**src/rtl/eam_pkg.sv**
```systemverilog
package eam_pkg;
    typedef enum logic [1:0] {
        AM_DIR = 2'd0,
        AM_IX0 = 2'd1,
        AM_IX1 = 2'd2,
        AM_IX2 = 2'd3
    } am_mode_e;

    typedef enum logic {
        ST_IDLE = 1'b0,
        ST_EMIT = 1'b1
    } ctl_state_e;
endpackage

```
**src/rtl/eam_operand_sel.sv**
```systemverilog
module eam_operand_sel #(
    parameter int BYTE_W = 8,
    parameter int ADDR_W = 16
) (
    input  eam_pkg::am_mode_e  mode,
    input  logic [BYTE_W-1:0]  index_reg,
    input  logic [BYTE_W-1:0]  opnd0,
    input  logic [BYTE_W-1:0]  opnd1,
    output logic [ADDR_W-1:0]  base,
    output logic [ADDR_W-1:0]  addend
);
    import eam_pkg::*;

    localparam int PAD_W = ADDR_W - BYTE_W;
    localparam int HI_PAD = ADDR_W - 2 * BYTE_W;

    logic [ADDR_W-1:0] idx_ext;
    logic [ADDR_W-1:0] op0_ext;
    logic [ADDR_W-1:0] wide_off;

    assign idx_ext = {{PAD_W{1'b0}}, index_reg};
    assign op0_ext = {{PAD_W{1'b0}}, opnd0};

    generate
        if (HI_PAD > 0) begin : g_pad
            assign wide_off = {{HI_PAD{1'b0}}, opnd0, opnd1};
        end else begin : g_nopad
            assign wide_off = {opnd0, opnd1};
        end
    endgenerate

    // The base is the offset part of the address, and the addend is the
    // index part. Modes without an index contribution add zero.
    always_comb begin
        unique case (mode)
            AM_DIR: begin base = op0_ext;  addend = '0;      end
            AM_IX0: begin base = '0;       addend = idx_ext; end
            AM_IX1: begin base = op0_ext;  addend = idx_ext; end
            AM_IX2: begin base = wide_off; addend = idx_ext; end
            default: begin base = '0;      addend = '0;      end
        endcase
    end
endmodule

```
**src/rtl/eam_adder.sv**
```systemverilog
module eam_adder #(
    parameter int ADDR_W = 16
) (
    input  logic [ADDR_W-1:0] a,
    input  logic [ADDR_W-1:0] b,
    output logic [ADDR_W-1:0] sum
);
    // The carry out of the top bit is dropped, so the sum wraps modulo 2**ADDR_W.
    logic [ADDR_W:0] full;
    assign full = {1'b0, a} + {1'b0, b};
    assign sum  = full[ADDR_W-1:0];
endmodule

```
**src/rtl/eam_len_dec.sv**
```systemverilog
module eam_len_dec #(
    parameter int LEN_W = 2
) (
    input  eam_pkg::am_mode_e mode,
    output logic [LEN_W-1:0]  ilen
);
    import eam_pkg::*;

    always_comb begin
        unique case (mode)
            AM_DIR:  ilen = LEN_W'(2);
            AM_IX0:  ilen = LEN_W'(1);
            AM_IX1:  ilen = LEN_W'(2);
            AM_IX2:  ilen = LEN_W'(3);
            default: ilen = '0;
        endcase
    end
endmodule

```
**src/rtl/eam_top.sv**
```systemverilog
module eam_top #(
    parameter int BYTE_W = 8,
    parameter int ADDR_W = 16,
    parameter int LEN_W  = 2
) (
    input  logic              clk,
    input  logic              rst_n,
    input  logic              start,
    input  logic [1:0]        mode,
    input  logic [BYTE_W-1:0] index_reg,
    input  logic [BYTE_W-1:0] opnd0,
    input  logic [BYTE_W-1:0] opnd1,
    output logic [ADDR_W-1:0] ea,
    output logic [LEN_W-1:0]  ilen,
    output logic              valid
);
    import eam_pkg::*;

    am_mode_e          mode_e;
    logic [ADDR_W-1:0] base_w;
    logic [ADDR_W-1:0] addend_w;
    logic [ADDR_W-1:0] sum_w;
    logic [LEN_W-1:0]  len_w;
    ctl_state_e        state_q;
    ctl_state_e        state_d;
    logic [ADDR_W-1:0] ea_q;
    logic [LEN_W-1:0]  ilen_q;

    assign mode_e = am_mode_e'(mode);

    eam_operand_sel #(.BYTE_W(BYTE_W), .ADDR_W(ADDR_W)) u_sel (
        .mode      (mode_e),
        .index_reg (index_reg),
        .opnd0     (opnd0),
        .opnd1     (opnd1),
        .base      (base_w),
        .addend    (addend_w)
    );

    eam_adder #(.ADDR_W(ADDR_W)) u_add (
        .a   (base_w),
        .b   (addend_w),
        .sum (sum_w)
    );

    eam_len_dec #(.LEN_W(LEN_W)) u_len (
        .mode (mode_e),
        .ilen (len_w)
    );

    // Next-state logic.
    always_comb begin
        unique case (state_q)
            ST_IDLE: state_d = start ? ST_EMIT : ST_IDLE;
            ST_EMIT: state_d = start ? ST_EMIT : ST_IDLE;
            default: state_d = ST_IDLE;
        endcase
    end

    // State register.
    always_ff @(posedge clk or negedge rst_n) begin
        if (!rst_n) state_q <= ST_IDLE;
        else        state_q <= state_d;
    end

    // Result registers: they load on start and hold their value otherwise.
    always_ff @(posedge clk or negedge rst_n) begin
        if (!rst_n) begin
            ea_q   <= '0;
            ilen_q <= '0;
        end else if (start) begin
            ea_q   <= sum_w;
            ilen_q <= len_w;
        end
    end

    assign ea    = ea_q;
    assign ilen  = ilen_q;
    assign valid = (state_q == ST_EMIT);
endmodule

```
**config.mk**
```make
export PLATFORM = sky130hd
export DESIGN_NAME = eam_top
export DESIGN_NICKNAME = d
export VERILOG_FILES = /design/src/rtl/eam_pkg.sv /design/src/rtl/eam_operand_sel.sv /design/src/rtl/eam_adder.sv /design/src/rtl/eam_len_dec.sv /design/src/rtl/eam_top.sv
export SDC_FILE = /design/constraint.sdc
export NUM_CORES = 1
export LEC_CHECK = 0
export BUFFER_PORTS_ARGS = -buffer_cell sky130_fd_sc_hd__buf_2
export CAP_MARGIN = 10
export CORE_MARGIN = 2
export CORE_UTILIZATION = 51
export CTS_CLUSTER_DIAMETER = 50
export DETAILED_ROUTE_END_ITERATION = 6
export HOLD_SLACK_MARGIN = 0.15
export PLACE_DENSITY = 0.84
export REMOVE_ABC_BUFFERS = 1
export SKIP_CTS_REPAIR_TIMING = 1
export SYNTH_ARGS = -nofsm -noshare
export SYNTH_HDL_FRONTEND = slang
export SYNTH_SLANG_ARGS = --single-unit
```
**constraint.sdc**
```tcl
create_clock -name clk -period 0.9 [get_ports clk]
set_input_delay 0.225 -clock clk [delete_from_list [all_inputs] [get_ports clk]]
set_output_delay 0.225 -clock clk [all_outputs]
set_load 0.1 [all_outputs]
```
==> results of run 1 <==
## logic make-up after synthesis
family,Yosys count,synth area share
AOI/OAI and AO/OA,50,0.238
DFF,19,0.318
xor gates and xnor gates,7,0.0410
buffers and inverters,22,0.0561
adders and majority gates,9,0.0803
and+or+nand+nor,60,0.197
muxes,9,0.0703
## metrics by stage
stage	worst slack [ps]	util	TNS, ps	cells
floorplan	-1760	-	-24870	169
CTS	-1620	0.857	-22080	295
detailed placement	-1850	0.848	-22100	291
global placement	-1600	0.848	-20420	291
## routing by layer
metal,track usage,overflow
met1,0.735,0
met2,0.919,26
met3,0.496,0
met4,0.887,36
met5,0,0
==> summary.txt, run 1 <==
Synthesis
  – Most frequent cells after synthesis: nand2_1 (22), dfrtp_1 (19), inv_1 (15)
  – Top FF cell, synth: dfrtp_1
  – Synthesized area: 1500 sq um
  – Cell taking the most area after synthesis: dfrtp_1
  – Yosys cell types: 42
  – Number of flops mapped to enable cells by yosys: 0
  – Top cells by area, synth: dfrtp_1 (32%), ha_1 (6.7%), mux2_2 (6.0%)
  – Syn_area_per_cell: 8.50 sq um
  – Register bit total from synthesis: 19
  – Fraction of registers with async set/reset: 1.00
  – Synthesis warning total: 0
  – Share of the synthesized area in the top cell type: 0.318
  – Synthesized instance count: about 180
  – Most frequent cell after synthesis: nand2_1
  – Seq/Total Area, Yosys: 0.318

Die
  – Initial Utilization: 0.538
  – Die Y: a little under 60 microns
  – IO Count: between 40 and 50
  – Chip width: between 50 and 60 microns
  – FP Rows: 19

Timing
  – GR repair worst EP: ea[14]$_DFFE_PN0P_/D
  – Worst EP Category: register input

GRT
  – Largest net degree at the start of global routing: 26
  – GRT overflow: 62
  – GRT Util Overall: 0.738
  – Initial antenna violation count: 1

Placed design
  – Dpl cell area: about 2400 sq um
  – Dpl hpwl: between 3000 and 4000 microns
  – Port Buffers: 47
  – Gpl congestion: 0.984

Clock network
  – H-Tree Level Count: 1
  – Clk buf depth: 2
  – CTS Buf Count: 3
  – CTS root buf: clkbuf_4
  – Clock sinks: 19

Run status
  – Err: [ERROR GRT-0232] Routing congestion too high. Check the congestion heatmap in the GUI.
  – Status: stopped before the end
  – Stop stage: global routing
==> run 2, diff against run 1 <==
--- a/config.mk
+++ b/config.mk
@@ -8,11 +8,9 @@
 export BUFFER_PORTS_ARGS = -buffer_cell sky130_fd_sc_hd__buf_2
 export CAP_MARGIN = 10
 export CORE_MARGIN = 2
-export CORE_UTILIZATION = 51
-export CTS_CLUSTER_DIAMETER = 50
+export CORE_UTILIZATION = 39
 export DETAILED_ROUTE_END_ITERATION = 6
-export HOLD_SLACK_MARGIN = 0.15
-export PLACE_DENSITY = 0.84
+export PLACE_DENSITY_LB_ADDON = 0.15
 export REMOVE_ABC_BUFFERS = 1
 export SKIP_CTS_REPAIR_TIMING = 1
 export SYNTH_ARGS = -nofsm -noshare
==> summary.txt, run 2 <==
Worst setup path
  – Critical path cell sequence: buf_8 > and2_4 > nand2_2 > o21ai_2 > ha_2 > inv_2 > fa_2 > and2b_2 > buf_6 > o2111a_1 > nor2_2 > xnor2_1 > mux2_2
  – CP top delay family: adder cells
  – Critical Path AT: 2280 ps
  – Number of buffers and inverters on the critical path: 3
  – Critical path launch point type: input pin
  – CP max FO: 5
  – Slowest stage cell, crit path: fa_2
  – Data required time at the worst endpoint: 1040 ps
  – Slowest cell delay on critical path: 380 ps
  – Crit Path Category: input pin to flip-flop
  – Crit end category: flip-flop

Run status
  – Status: finished, violations left (was stopped before the end)
  – Violated checks: setup timing

Synthesis
  – Top FF cell, synth: dfrtp_1 (unchanged)
  – Number of flops mapped to enable cells by yosys: 0 (unchanged)
  – Seq/Total Area, Yosys: 0.318 (unchanged)
  – Compound-Gate Fraction of Synth Area: 0.238 (unchanged)
  – Synth Area in Adders: 0.0803 (unchanged)
  – Cell taking the most area after synthesis: dfrtp_1 (unchanged)
  – Mux cell area share after synthesis: 0.0703 (unchanged)
  – Main combinational cell family by area after synthesis: compound AO/OA/AOI/OAI gates (unchanged)
  – Syn_area_per_cell: 8.50 sq um (unchanged)
  – Synthesized area: 1500 sq um (unchanged)
  – Yosys cell types: 42 (unchanged)
  – Post-synthesis xor/xnor area fraction: 0.0410 (unchanged)
  – Synthesis warning total: 0 (unchanged)
  – Most frequent cell after synthesis: nand2_1 (unchanged)
  – Register bit total from synthesis: 19 (unchanged)
  – Share of the synthesized area in the top cell type: 0.318 (unchanged)
  – Fraction of registers with async set/reset: 1.00 (unchanged)
  – Synthesized instance count: 176 (unchanged)
  – Synth Area in Simple Gates: 0.197 (unchanged)
  – Most frequent cells after synthesis: nand2_1 (22), dfrtp_1 (19), inv_1 (15) (unchanged)
  – Top cells by area, synth: dfrtp_1 (32%), ha_1 (6.7%), mux2_2 (6.0%) (unchanged)

Job
  – Maxcap violations: 0

GRT
  – Largest net degree at the start of global routing: 23
  – GRT overflow: 0
  – GRT Util Overall: 0.222
  – First-pass GRT wire length: between 7000 and 8000 microns
  – Initial antenna violation count: 0
  – Number of global-route vias before repair: roughly 1600

Die
  – FP Rows: 22 (was 19)
  – Chip width: 65.9 microns (was 58.1 microns)
  – Die Y: 65.9 microns (was 58.1 microns)
  – CORE AREA: around 3700 sq um
  – IO Count: 48 (unchanged)
  – Die ar.: 4340 sq um
  – Initial Utilization: 0.408 (was 0.538)

Power
  – Leakage: 0.00136 uW
  – Worst vdd ir: approximately 1.9 mV
  – P per Cell Area: 1590 nW/um^2

Drt
  – DR pass1 iterations: 4
  – Iteration-0 DRC count of the detailed router: 185
  – Vias after detailed routing: roughly 1900
  – Routed Antenna Nets: 0
  – Routed WL: a little over 6000 microns
  – Wire per inst: ~18 microns
  – DRC viols: 0
  – Via density: 5.70

Clock network
  – Clk buf depth: 2 (unchanged)
  – CTS tree: built
  – Worst-path clk slew: 80 ps
  – H-Tree Level Count: 1 (unchanged)
  – CTS Buf Count: 3 (unchanged)
  – Clock sinks: 19 (unchanged)
  – Clock network latency to the later pin of the worst-skew pair: roughly 260 ps
  – CTS root buf: clkbuf_8 (was clkbuf_4)

Timing
  – Setup_tns: -18150 ps
  – Fin. Hold Viols: 0
  – Slew @ Worst Pin: 459 ps
  – RSZ-0062 raised after global routing: true
  – Crit path time final: approximately 2100 ps
  – Hold_ws: 265 ps
  – Max Transition Viols Final: 0
  – Max Freq: 0.469 GHz
  – Setup violators final: 35
  – Clk_skew: 0 ps
  – Slew Limit Headroom: 0.694
  – Tcrit/Tclk final: 2.37
  – Final worst slack: -1230 ps

Final layout
  – Layout cells sized above 1: 0.620
  – Area grow syn2layout: 97.9%
  – Number of flip-flops in the largest register: 16
  – # nets final: 323
  – Filler instances: 205
  – Multi-input gate area: 1240 sq um
  – Antenna Cells: 0
  – Finished Layout Cells: roughly 330
  – Most frequent cells in the layout: buf_4 (50), buf_2 (26), buf_12 (20)
  – Register area: 475 sq um
  – Most common cell after layout, fill and taps aside: buf_4

Placed design
  – Dpl hpwl: 3530 microns (was 3720 microns)
  – Placed cell count: 315 (was 291)
  – Worst slack, placed: -1670 ps (was -1850 ps)
  – Gpl congestion: 0.866 (was 0.984)
  – Port Buffers: 47 (unchanged)

Worst hold path
  – Worst hold path type: input pin to flip-flop
## run 2: cell counts after synthesis
Identical to the previous run, type by type.
## run 2: metrics by stage
step	total power [uW]	instance area, sq um	util
2_1_floorplan	2490	1470	-
3_3_place_gp	3580	2430	0.664
3_5_place_dp	3600	2430	0.664
4_1_cts	4220	2480	0.677
5_1_grt	4890	2960	0.808
6_report	4710	2960	0.808
## run 2: report_power, final
group	switching [uW]	internal (uW)
combinational	1700	1260
sequential	147	983
clock	312	308
## run 2: path summary, 6_finish.rpt
check,startpoint,to,slack [ps],cells past startpoint
worst max-delay path,mode[0],ea[6],-1230,13
worst min-delay path,opnd0[7],ea[15],260,3
worst max register to register,ea[15],ea[15],-220,4
worst min register to register,ea[8],ea[8],580,2
max in group asynchronous,rst_n,ea[4],140,2
min in group asynchronous,rst_n,ea[9],440,2
## run 2: worst min-delay path: stages
cell and delay [ps]:
buf_2 90, buf_4 100, a41oi_2 70
## run 2: routing by layer
metal	GRT usage	part of all wire	up-vias	wire length, microns
li1	-	-	856	-
met1	0.295	0.40	913	2450
met2	0.376	0.50	91	3050
met3	0.0256	0.052	31	315
met4	0.0651	0.043	0	259
met5	0	0	-	0
## run 2: cell families (layout without fill, tap and decap cells)
kind of cell	after synthesis	in the layout
AOI/OAI and AO/OA	50	50
xor gates and xnor gates	7	7
adders and majority gates	9	9
buffers and inverters	22	130
DFF	19	19
muxes	9	9
and+or+nand+nor	60	60
## run 2: area by class of cell
type,count,area share
timing repair buffer,111,0.364
clock buffer,3,0.0140
inverter,15,0.0190
sequential,19,0.161
clock inverter,1,0.00169
tap,48,0.0203
multi-input combinational,135,0.420
(Power assumes the default switching activity.)
==> run 3, diff against run 2 <==
--- a/config.mk
+++ b/config.mk
@@ -8,7 +8,7 @@
 export BUFFER_PORTS_ARGS = -buffer_cell sky130_fd_sc_hd__buf_2
 export CAP_MARGIN = 10
 export CORE_MARGIN = 2
-export CORE_UTILIZATION = 39
+export CORE_UTILIZATION = 31
 export DETAILED_ROUTE_END_ITERATION = 6
 export PLACE_DENSITY_LB_ADDON = 0.15
 export REMOVE_ABC_BUFFERS = 1
==> summary.txt, run 3 (synthesis gave the netlist of run 2 again) <==
Run status
  – Status: finished, violations left (unchanged)
  – Violated checks: setup timing (unchanged)

Timing
  – Tcrit/Tclk final: 2.33 (was 2.37)
  – Slew Limit Headroom: 0.698 (was 0.694)
  – Max Freq: 0.477 GHz (was 0.469 GHz)
  – Crit path time final: 2100 ps (was 2130 ps)
  – Setup violators final: 35 (unchanged)
  – Fin. Hold Viols: 0 (unchanged)
  – Slew @ Worst Pin: 452 ps (was 459 ps)
  – RSZ-0062 raised after global routing: true (unchanged)
  – Final worst slack: -1200 ps (was -1230 ps)
  – Setup_tns: -18550 ps (was -18150 ps)
  – Max Transition Viols Final: 0 (unchanged)
  – Clk_skew: 0 ps (unchanged)

Worst setup path
  – Reg2reg path depth: 4 (unchanged)
  – CP max FO: 5 (unchanged)
  – Critical path cell sequence: buf_8 > buf_6 > o21ai_2 > ha_2 > inv_2 > fa_2 > and2b_2 > buf_6 > o2111a_2 > nor2_2 > xnor2_1 > mux2_4 (was buf_8 > and2_4 > nand2_2 > o21ai_2 > ha_2 > inv_2 > fa_2 > and2b_2 > buf_6 > o2111a_1 > nor2_2 > xnor2_1 > mux2_2)
  – Most common cell on crit path: buf_6
  – Critical path launch point type: input pin (unchanged)
  – Slowest stage cell, crit path: fa_2 (unchanged)
  – Number of buffers and inverters on the critical path: 4 (was 3)
  – Critical Path AT: 2240 ps (was 2280 ps)
  – Stages on worst setup path: 12 (was 13)
  – Crit end category: flip-flop (unchanged)
  – Slowest cell delay on critical path: 380 ps (about the same)
  – Data required time at the worst endpoint: 1040 ps (about the same)
  – CP top delay family: adder cells (unchanged)
  – Crit Path Category: input pin to flip-flop (unchanged)

Drt
  – DRC viols: 0 (unchanged)
  – Iteration-0 DRC count of the detailed router: 62 (was 185)
  – Via density: 5.09 (was 5.70)
  – Vias after detailed routing: 1695 (was 1891)
  – Routed Antenna Nets: 0 (unchanged)
  – Routed WL: 4820 microns (was 6080 microns)
  – DR pass1 iterations: 4 (unchanged)
  – Wire per inst: 14.5 microns (was 18.3 microns)

Final layout
  – Filler instances: 415 (was 205)
  – Most common cell after layout, fill and taps aside: buf_4 (unchanged)
  – Antenna Cells: 0 (unchanged)
  – Number of flip-flops in the largest register: 16 (unchanged)
  – Most frequent cells in the layout: buf_4 (53), buf_2 (26), nand2_1 (20), buf_12 (20), dfrtp_1 (19) (was buf_4 (50), buf_2 (26), buf_12 (20))
  – Final Cell Area: 2760 sq um (was 2960 sq um)
  – Layout cells sized above 1: 0.541 (was 0.620)
  – Area grow syn2layout: 84.5% (was 97.9%)
  – Finished Layout Cells: 333 (was 332)
  – # nets final: 318 (was 323)

GRT
  – Largest net degree at the start of global routing: 20 (was 23)
  – GRT Util Overall: 0.176 (was 0.222)
  – Initial antenna violation count: 0 (unchanged)
  – GRT met2 Usage: 0.286 (was 0.376)
  – Met3 Usage GRT: 0.0370 (was 0.0256)
  – Met1 track demand over resource: 0.239 (was 0.295)
  – Number of global-route vias before repair: 1553 (was 1628)
  – GRT busiest layer: met2 (unchanged)
  – GRT overflow: 0 (unchanged)
  – First-pass GRT wire length: 7340 microns (was 7390 microns)

Die
  – Die Y: 73.5 microns (was 65.9 microns)
  – FP Rows: 25 (was 22)
  – Initial Utilization: 0.319 (was 0.408)
  – Die ar.: 5390 sq um (was 4340 sq um)
  – IO Count: 48 (unchanged)
  – CORE AREA: 4690 sq um (was 3660 sq um)
  – Chip width: 73.5 microns (was 65.9 microns)

Clock network
  – Clock sinks: 19 (unchanged)
  – CTS Buf Count: 3 (unchanged)
  – Clock network latency to the later pin of the worst-skew pair: 260 ps (about the same)
  – H-Tree Level Count: 1 (unchanged)
  – Worst-path clk slew: 80 ps (about the same)
  – Clk buf depth: 2 (unchanged)
  – CTS root buf: clkbuf_8 (unchanged)
  – CTS tree: built (unchanged)

Worst hold path
  – Worst hold path type: input pin to flip-flop (unchanged)
  – Worst Hold Depth: 2 (was 3)

Job
  – Maxcap violations: 0 (unchanged)

Placed design
  – Dpl cell area: 2420 sq um (was 2430 sq um)
  – Placed cell count: 317 (was 315)
  – Dpl hpwl: 3660 microns (was 3530 microns)
  – Gpl congestion: 0.941 (was 0.866)
  – Worst slack, placed: -1740 ps (was -1670 ps)
  – Port Buffers: 47 (unchanged)

Power
  – P per Cell Area: 1600 nW/um^2 (was 1590 nW/um^2)
  – Leakage: 0.00130 uW (was 0.00136 uW)
  – Worst vdd ir: 1.65 mV (was 1.87 mV)
  – Final Power: 4430 uW (was 4710 uW)
-- run 3: changes by cell type in the layout (fill, tap and decap cells not counted), moves of 3 or more --
cell	change
a21oi_1	+3
buf_6	-9
buf_4	+3
o21ai_0	+5
ha_4	-4
o21ai_2	-8
ha_1	+3
-- run 3: worst paths after layout --
| check | slack (ps) | start | endpoint |
|---|---|---|---|
| hold reg to reg | 560 | ea[13] | ea[13] |
| setup reg to reg | 0 | ea[15] | ea[15] |
| max in group asynchronous | 140 | rst_n | ea[15] |
| min in group asynchronous | 440 | rst_n | ea[1] |
| hold / removal | 150 | mode[0] | ilen[1] |
| setup / recovery | -1200 | mode[0] | ea[6] |
-- run 3: routing by layer --
metal	vias to the layer above	wire, microns
met1	802	2160
li1	845	-
met3	6	185
met2	42	2400
met5	-	0
met4	0	74
-- run 3: final cells by class --
| cell class | instances | area [sq um] | area share |
|---|---|---|---|
| sequential | 19 | 475 | 0.172 |
| tap | 54 | 67.6 | 0.0245 |
| timing repair buffer | 106 | 1010 | 0.367 |
| clock buffer | 4 | 45.0 | 0.0163 |
| inverter | 15 | 56.3 | 0.0204 |
| multi-input combinational | 135 | 1100 | 0.399 |
-- run 3: power by group --
group          leakage, uW  switching (uW)  internal (uW)
sequential        0.000235             138            984
clock            0.0000228             294            315
combinational      0.00105            1560           1140
-- run 3: through the flow --
| step | utilization | hold WS (ps) |
|---|---|---|
| 2_1_floorplan | - | -70.6 |
| 3_3_place_gp | 0.516 | 201 |
| 3_5_place_dp | 0.516 | 202 |
| 4_1_cts | 0.526 | -84.1 |
| 5_1_grt | 0.588 | 162 |
| 6_report | 0.588 | 154 |
-- run 3: worst reg2reg max path: cells and delay by family, from the launching register on --
kind | cells | cell delay (ps)
AOI/OAI and AO/OA | 3 | 380
buffers and inverters | 1 | 50
DFF | 1 | 390
